File: src/rtl/mbd_pkg.sv
package mbd_pkg;

  // Interleave selection as seen by the decode logic
  typedef enum logic {
    MAP_HIGH = 1'b0,
    MAP_LOW  = 1'b1
  } map_mode_e;

  // Byte lanes per word: a 16-bit word spans two byte-wide chips
  localparam int LANES  = 2;
  localparam int LANE_W = 1;

  // Lane enable pattern for a request
  function automatic logic [LANES-1:0] lane_pattern(input logic is_word,
                                                    input logic lsb);
    logic [LANES-1:0] p;
    p = '0;
    if (is_word) begin
      if (!lsb) p = '1;
    end else begin
      p[lsb] = 1'b1;
    end
    return p;
  endfunction

endpackage

File: src/rtl/mbd_addr_map.sv
module mbd_addr_map
  import mbd_pkg::*;
#(
  parameter int ADDR_W  = 24,
  parameter int CHIP_AW = 19,
  localparam int BANK_W = ADDR_W - CHIP_AW - LANE_W
) (
  input  logic [ADDR_W-1:0]  addr,
  input  map_mode_e          mode,
  output logic [BANK_W-1:0]  bank,
  output logic [CHIP_AW-1:0] chip_addr
);

  // Field positions for each mapping
  localparam int LO_BANK_LSB = LANE_W;
  localparam int LO_CHIP_LSB = LANE_W + BANK_W;
  localparam int HI_BANK_LSB = LANE_W + CHIP_AW;
  localparam int HI_CHIP_LSB = LANE_W;

  logic [BANK_W-1:0]  bank_hi, bank_lo;
  logic [CHIP_AW-1:0] chip_hi, chip_lo;

  assign bank_hi = addr[HI_BANK_LSB +: BANK_W];
  assign chip_hi = addr[HI_CHIP_LSB +: CHIP_AW];
  assign bank_lo = addr[LO_BANK_LSB +: BANK_W];
  assign chip_lo = addr[LO_CHIP_LSB +: CHIP_AW];

  always_comb begin
    if (mode == MAP_LOW) begin
      bank      = bank_lo;
      chip_addr = chip_lo;
    end else begin
      bank      = bank_hi;
      chip_addr = chip_hi;
    end
  end

endmodule

File: src/rtl/mbd_lane_gate.sv
module mbd_lane_gate
  import mbd_pkg::*;
(
  input  logic             valid,
  input  logic             is_word,
  input  logic             lsb,
  output logic [LANES-1:0] lane_en,
  output logic             misalign
);

  logic [LANES-1:0] pattern;

  assign pattern  = lane_pattern(is_word, lsb);
  assign misalign = valid & is_word & lsb;

  for (genvar g = 0; g < LANES; g++) begin : g_lane
    assign lane_en[g] = valid & pattern[g];
  end

endmodule

File: src/rtl/mbd_bank_onehot.sv
module mbd_bank_onehot #(
  parameter int BANK_W = 4,
  localparam int BANKS = 1 << BANK_W
) (
  input  logic              en,
  input  logic [BANK_W-1:0] bank,
  output logic [BANKS-1:0]  sel
);

  for (genvar b = 0; b < BANKS; b++) begin : g_bank
    assign sel[b] = en && (bank == BANK_W'(b));
  end

endmodule

File: src/rtl/mem_bank_decoder.sv
module mem_bank_decoder
  import mbd_pkg::*;
#(
  parameter int ADDR_W  = 24,
  parameter int CHIP_AW = 19,
  localparam int BANK_W = ADDR_W - CHIP_AW - LANE_W,
  localparam int BANKS  = 1 << BANK_W
) (
  input  logic               clk,
  input  logic               rst,
  input  logic               map_low_i,
  input  logic               req_valid_i,
  input  logic               req_word_i,
  input  logic [ADDR_W-1:0]  req_addr_i,
  output logic               dec_valid_o,
  output logic               misalign_o,
  output logic [BANKS-1:0]   bank_sel_o,
  output logic [LANES-1:0]   lane_cs_o,
  output logic [CHIP_AW-1:0] chip_addr_o
);

  map_mode_e          mode;
  logic [BANK_W-1:0]  bank_idx;
  logic [CHIP_AW-1:0] chip_nxt;
  logic [LANES-1:0]   lane_nxt;
  logic               mis_nxt;
  logic [BANKS-1:0]   sel_nxt;

  assign mode = map_mode_e'(map_low_i);

  mbd_addr_map #(
    .ADDR_W (ADDR_W),
    .CHIP_AW(CHIP_AW)
  ) u_map (
    .addr     (req_addr_i),
    .mode     (mode),
    .bank     (bank_idx),
    .chip_addr(chip_nxt)
  );

  mbd_lane_gate u_lane (
    .valid   (req_valid_i),
    .is_word (req_word_i),
    .lsb     (req_addr_i[0]),
    .lane_en (lane_nxt),
    .misalign(mis_nxt)
  );

  mbd_bank_onehot #(
    .BANK_W(BANK_W)
  ) u_bank (
    .en  (req_valid_i & ~mis_nxt),
    .bank(bank_idx),
    .sel (sel_nxt)
  );

  // Output stage: select lines follow the strobe, chip address holds
  always_ff @(posedge clk) begin
    if (rst) begin
      dec_valid_o <= 1'b0;
      misalign_o  <= 1'b0;
      bank_sel_o  <= '0;
      lane_cs_o   <= '0;
      chip_addr_o <= '0;
    end else begin
      dec_valid_o <= req_valid_i;
      misalign_o  <= mis_nxt;
      bank_sel_o  <= sel_nxt;
      lane_cs_o   <= lane_nxt;
      if (req_valid_i) chip_addr_o <= chip_nxt;
    end
  end

endmodule

File: config.mk
export PLATFORM = sky130hd
export DESIGN_NAME = mem_bank_decoder
export DESIGN_NICKNAME = d
export VERILOG_FILES = /design/src/rtl/mbd_pkg.sv /design/src/rtl/mbd_addr_map.sv /design/src/rtl/mbd_lane_gate.sv /design/src/rtl/mbd_bank_onehot.sv /design/src/rtl/mem_bank_decoder.sv
export SDC_FILE = /design/constraint.sdc
export NUM_CORES = 1
export LEC_CHECK = 0
export ABC_AREA = 0
export BUFFER_PORTS_ARGS = -buffer_cell sky130_fd_sc_hd__buf_2
export CORE_MARGIN = 1.5
export CORE_UTILIZATION = 45
export CTS_CLUSTER_DIAMETER = 50
export CTS_CLUSTER_SIZE = 8
export DETAILED_ROUTE_END_ITERATION = 10
export GPL_TIMING_DRIVEN = 0
export PLACE_DENSITY = 0.77
export SLEW_MARGIN = 15
export SYNTH_ARGS = -nofsm -noshare
export SYNTH_HDL_FRONTEND = slang
export SYNTH_SLANG_ARGS = --single-unit
export TNS_END_PERCENT = 20
File: constraint.sdc
create_clock -name clk -period 3.2 [get_ports clk]
set_clock_uncertainty 0.15 [all_clocks]
set_input_delay 0.48 -clock clk [delete_from_list [all_inputs] [get_ports clk]]
set_output_delay 0.48 -clock clk [all_outputs]
set_load 0.05 [all_outputs]
# Word level (Yosys, flattened, before mapping)

Index checks and enable logic that the tools add are counted.

Register bits: 39
Input port bits: 29
Output and inout bits: 39

Order comparisons: 2
Equal/unequal tests: 15
Mux-type cells: 6
Bitwise logic cells: 6
Reduce and logical (&&, ||, !) cells: 18

Operator list:

| cell                                                      | number |
|---|---|
| == test 4 bit (second input constant)                     | 8 |
| 2-to-1 mux 19 bit                                         | 1 |
| logical AND 1 bit                                         | 17 |
| == test 4 x 3 -> 1 bit (second input constant)            | 4 |
| == test 4 x 2 -> 1 bit (second input constant)            | 2 |
| bitwise AND 1 bit                                         | 5 |
| == test 4 x 1 -> 1 bit (second input constant)            | 1 |
| logical NOT 4 bit                                         | 1 |
| 2-to-1 mux 2 bit                                          | 2 |
| 2-to-1 mux 4 bit                                          | 1 |
| < comparator 1 x 2 -> 1 bit (second input constant)       | 1 |
| demux 1 bit (select 1 bit)                                | 1 |
| greater-or-equal comparator 1 bit (second input constant) | 1 |
| 2-to-1 mux 1 bit                                          | 1 |
| NOT 1 bit                                                 | 1 |

# Depth between registers and ports, before layout

Word-level depth: 6
Depth in mapped cells: 4
Mapped depth without buffers: 3

# By module

A second synthesis with hierarchy kept.

Cells, all modules: 160
Area, all modules: 1700.4 um^2

By module, submodules not included:

| module           | instances | cells an instance | area each (um^2) |
|---|---|---|---|
| mem_bank_decoder | 1         | 105               | 1247.4 |
| mbd_addr_map     | 1         | 25                | 281.5 |
| mbd_bank_onehot  | 1         | 23                | 117.6 |
| mbd_lane_gate    | 1         | 7                 | 53.8 |

# Worst setup path after synthesis

No wires, ideal clock.

Path kind: in2reg
Start: input port rst
End: register chip_addr_o[10]
Arrival: 1.093 ns
Path slack: 1.819 ns
Stages on the path: 3
Path buffers: 2
Cell sequence: clkbuf_1 > buf_1 > a211oi_1

RTL lines:

| element              | line                   | source |
|---|---|---|
| start, declared      | mem_bank_decoder.sv:10 | `input logic rst,` |
| end signal, assigned | mem_bank_decoder.sv:70 | `if (req_valid_i) chip_addr_o <= chip_nxt;` |
| end, declared        | mem_bank_decoder.sv:19 | `output logic [CHIP_AW-1:0] chip_addr_o` |

No word-level cell between the ends.

# Worst setup path after layout

Start: register chip_addr_o[14]
End: output port chip_addr_o[14]

No word-level cell between the ends.

==> impl_metrics.json <==
{
  "status": "finished clean",
  "cts_buffers": 5,
  "num_vias": 1315,
  "final_area_sq_mm": 0.001959,
  "worstPathRequired_ns": 2.57,
  "die_x_um": 60.96,
  "grt_max_degree": 14,
  "use_met2": 0.3425,
  "reg2reg_depth": 2,
  "internal-power_mw": 0.6556,
  "synth.most_common_cell": "dfxtp_1",
  "cts_setup_buffers": 0,
  "min_period_ns": 1.604,
  "final-seq-area_sq_um": 780.7,
  "cts.htree.levels": 2,
  "drc_errors": 0,
  "synth_nets": 181,
  "syn_inst": 150,
  "clk_pin_slew_ns": 0.11,
  "crit_slowest_cell": "dfxtp_1",
  "worstPathMaxFanout": 2,
  "firstDrtPassIters": 4,
  "worst_pin_slew_ns": 0.4357,
  "max-slew-margin-rel": 0.7096,
  "peakVddDrop_uv": 344.5,
  "multiInputGateArea_sq_um": 651.9,
  "synth_edf_count": 0,
  "critical_path.top_delay_family": "flip-flops",
  "synth_area_sq_mm": 0.001511,
  "synthXorXnorAreaFrac": 0,
  "grt_pass1_vias": 1292,
  "cts-root-buf": "clkbuf_4",
  "p_comb_frac": 0.214,
  "finalHoldViolCount": 0,
  "synthTopCellsByCount": "dfxtp_1, nor2_1, mux2i_1",
  "overflow": 0,
  "cp.arrival_ns": 0.97,
  "r2r-start": "chip_addr_o[14]",
  "p_switching_mw": 0.3140,
  "synth_area_leaders": "dfxtp_1, mux2i_1, a211oi_1",
  "die_area_sq_mm": 0.003716,
  "layout.nets": 255,
  "drive_gt1_frac": 0.3689,
  "grt_pass1_wl_mm": 5.402,
  "portBuffers": 67,
  "core_area_sq_mm": 0.003128,
  "met3_usage": 0.07249,
  "max_cap_viol_count": 0,
  "place.gp.congestion": 0.7907,
  "ys_types": 26,
  "tns_ns": 0,
  "critPathBufInv": 1,
  "num_antenna_cells": 0,
  "cts_resized": 0,
  "power.density_mw_per_mm2": 494.9,
  "min_path_type": "primary input to flip-flop",
  "final_cells": 269,
  "synth_top_cell_by_area": "dfxtp_1",
  "cts_buffer_depth": 2,
  "fin_crit_sh": 0.5012,
  "critPathLaunchType": "flip-flop",
  "routed_via_density": 4.888,
  "ant_nets": 0,
  "clock_latency_ns": 0.34,
  "min_from": "req_addr_i[0]",
  "synthMuxAreaShare": 0.1540,
  "ios": 68,
  "syn_area_per_cell_sq_um": 10.08,
  "cts_num_sinks": 39,
  "rsz0062_at_grt": "no",
  "grt.busiest_layer": "met2",
  "drt_wl_total_mm": 3.420,
  "dp_hpwl_mm": 2.626,
  "ys_seq_area_frac": 0.5166,
  "grtUsageMet1": 0.2279,
  "slew_violations": 0,
  "ys_seq_elements": 39,
  "critPathCaptureType": "output port",
  "p_total_mw": 0.9697,
  "core.rowCount": 20,
  "power_frac_clock": 0.253,
  "area_growth_pct": 29.64,
  "worstPathCellList": "buf_2",
  "yosys_most_used_dff": "dfxtp_1",
  "max_stage_delay_ns": 0.36,
  "hold_buffers": 0,
  "synthAdderAreaFrac": 0.01656,
  "synth_top_cell_area_share": 0.5166,
  "hold_depth": 2,
  "r2r-end": "chip_addr_o[14]",
  "async_flop_share": 0,
  "seqPwrFrac": 0.533,
  "yosys.area_share.simple": 0.1399,
  "synth_top_family_by_area": "multiplexers",
  "start_util": 0.4832,
  "drt-initial-drc-count": 87,
  "tritoncts": "done",
  "antenna_found_initial": 0,
  "grt_util_all_layers": 0.1986,
  "dp_cells": 261,
  "num-fill-cells": 282,
  "wire_per_inst_um": 12.71,
  "yosysWarnings": 0,
  "dieHeight_um": 60.96,
  "min_to": "misalign_o",
  "switching_share": 0.3239,
  "worstSetupPathType": "flip-flop to output port",
  "placed_cell_area_sq_mm": 0.001902,
  "setup_violations": 0,
  "p_leak_nw": 0.9705,
  "rrSetupSlack_ns": 2.33,
  "synth_compound_area_frac": 0.1209,
  "timing.fmax_mhz": 623.5
}
==> per-layer routing <==
metal  vias to the layer above  wire, um
met4                         0        45
li1                        674         -
met5                         -         0
met2                        38      1634
met3                         6       180
met1                       597      1559
==> cells by family after synthesis <==
family | count (synthesis)
compound gates | 24
fa+ha+maj | 2
buf+inv | 13
flops | 39
mux | 23
simple gates | 49
==> worst max path at each step <==
stage                          startpoint               to  slack [ns]  depth (start not counted)
after floorplan                       rst  chip_addr_o[10]        1.82                          3
after global placement                rst   chip_addr_o[8]        1.51                          4
after detailed placement              rst  chip_addr_o[14]        1.48                          4
after CTS                 chip_addr_o[14]  chip_addr_o[14]        1.59                          1
after global routing       chip_addr_o[9]   chip_addr_o[9]        1.54                          1
final                     chip_addr_o[14]  chip_addr_o[14]        1.60                          1
==> final cells by class <==
class,instances,share of cell area
flip-flops and latches,39,0.3985
multi-input cells,98,0.3327
repair buffers,67,0.1711
plain buffers,10,0.03448
well taps,44,0.02810
clock buffers,5,0.01916
clock inverters,3,0.01022
inverters,3,0.005747
==> state kept, by name, summed over array words and instances (netlist names) <==
| name | count |
|---|---|
| misalign_o | 1 |
| dec_valid_o | 1 |
| chip_addr_o | 19 |
| bank_sel_o | 16 |
| lane_cs_o | 2 |
==> layout by cell type (no fill, tap or decap), drive strengths merged, types with 2 or more instances in the layout <==
master,synthesis,routed
buf,6,73
dfxtp,39,39
nor2,37,37
mux2i,21,21
a211oi,19,19
clkbuf,4,9
nand4,4,4
inv,3,3
nand2,2,2
mux2,2,2
ha,2,2
clkinvlp,0,2
a31oi,2,2
==> power groups by stage <==
stage / clock (mW) / combinational (mW) / sequential (mW)
2_1_floorplan: 0 / 0.0706 / 0.604
3_3_place_gp: 0 / 0.206 / 0.527
3_5_place_dp: 0 / 0.209 / 0.528
4_1_cts: 0.256 / 0.209 / 0.517
5_1_grt: 0.274 / 0.224 / 0.519
6_report: 0.245 / 0.208 / 0.517
==> stage by stage <==
| stage | setup slack [ns] | util | hold WS (ns) |
|---|---|---|---|
| 2_1_floorplan | 1.819 | - | 0.4759 |
| 3_3_place_gp | 1.506 | 0.6080 | 0.3199 |
| 3_5_place_dp | 1.485 | 0.6080 | 0.3257 |
| 4_1_cts | 1.587 | 0.6264 | 0.2352 |
| 5_1_grt | 1.539 | 0.6264 | 0.2318 |
| 6_report | 1.596 | 0.6264 | 0.2436 |
Note: power is estimated with default switching activity, not from simulation.
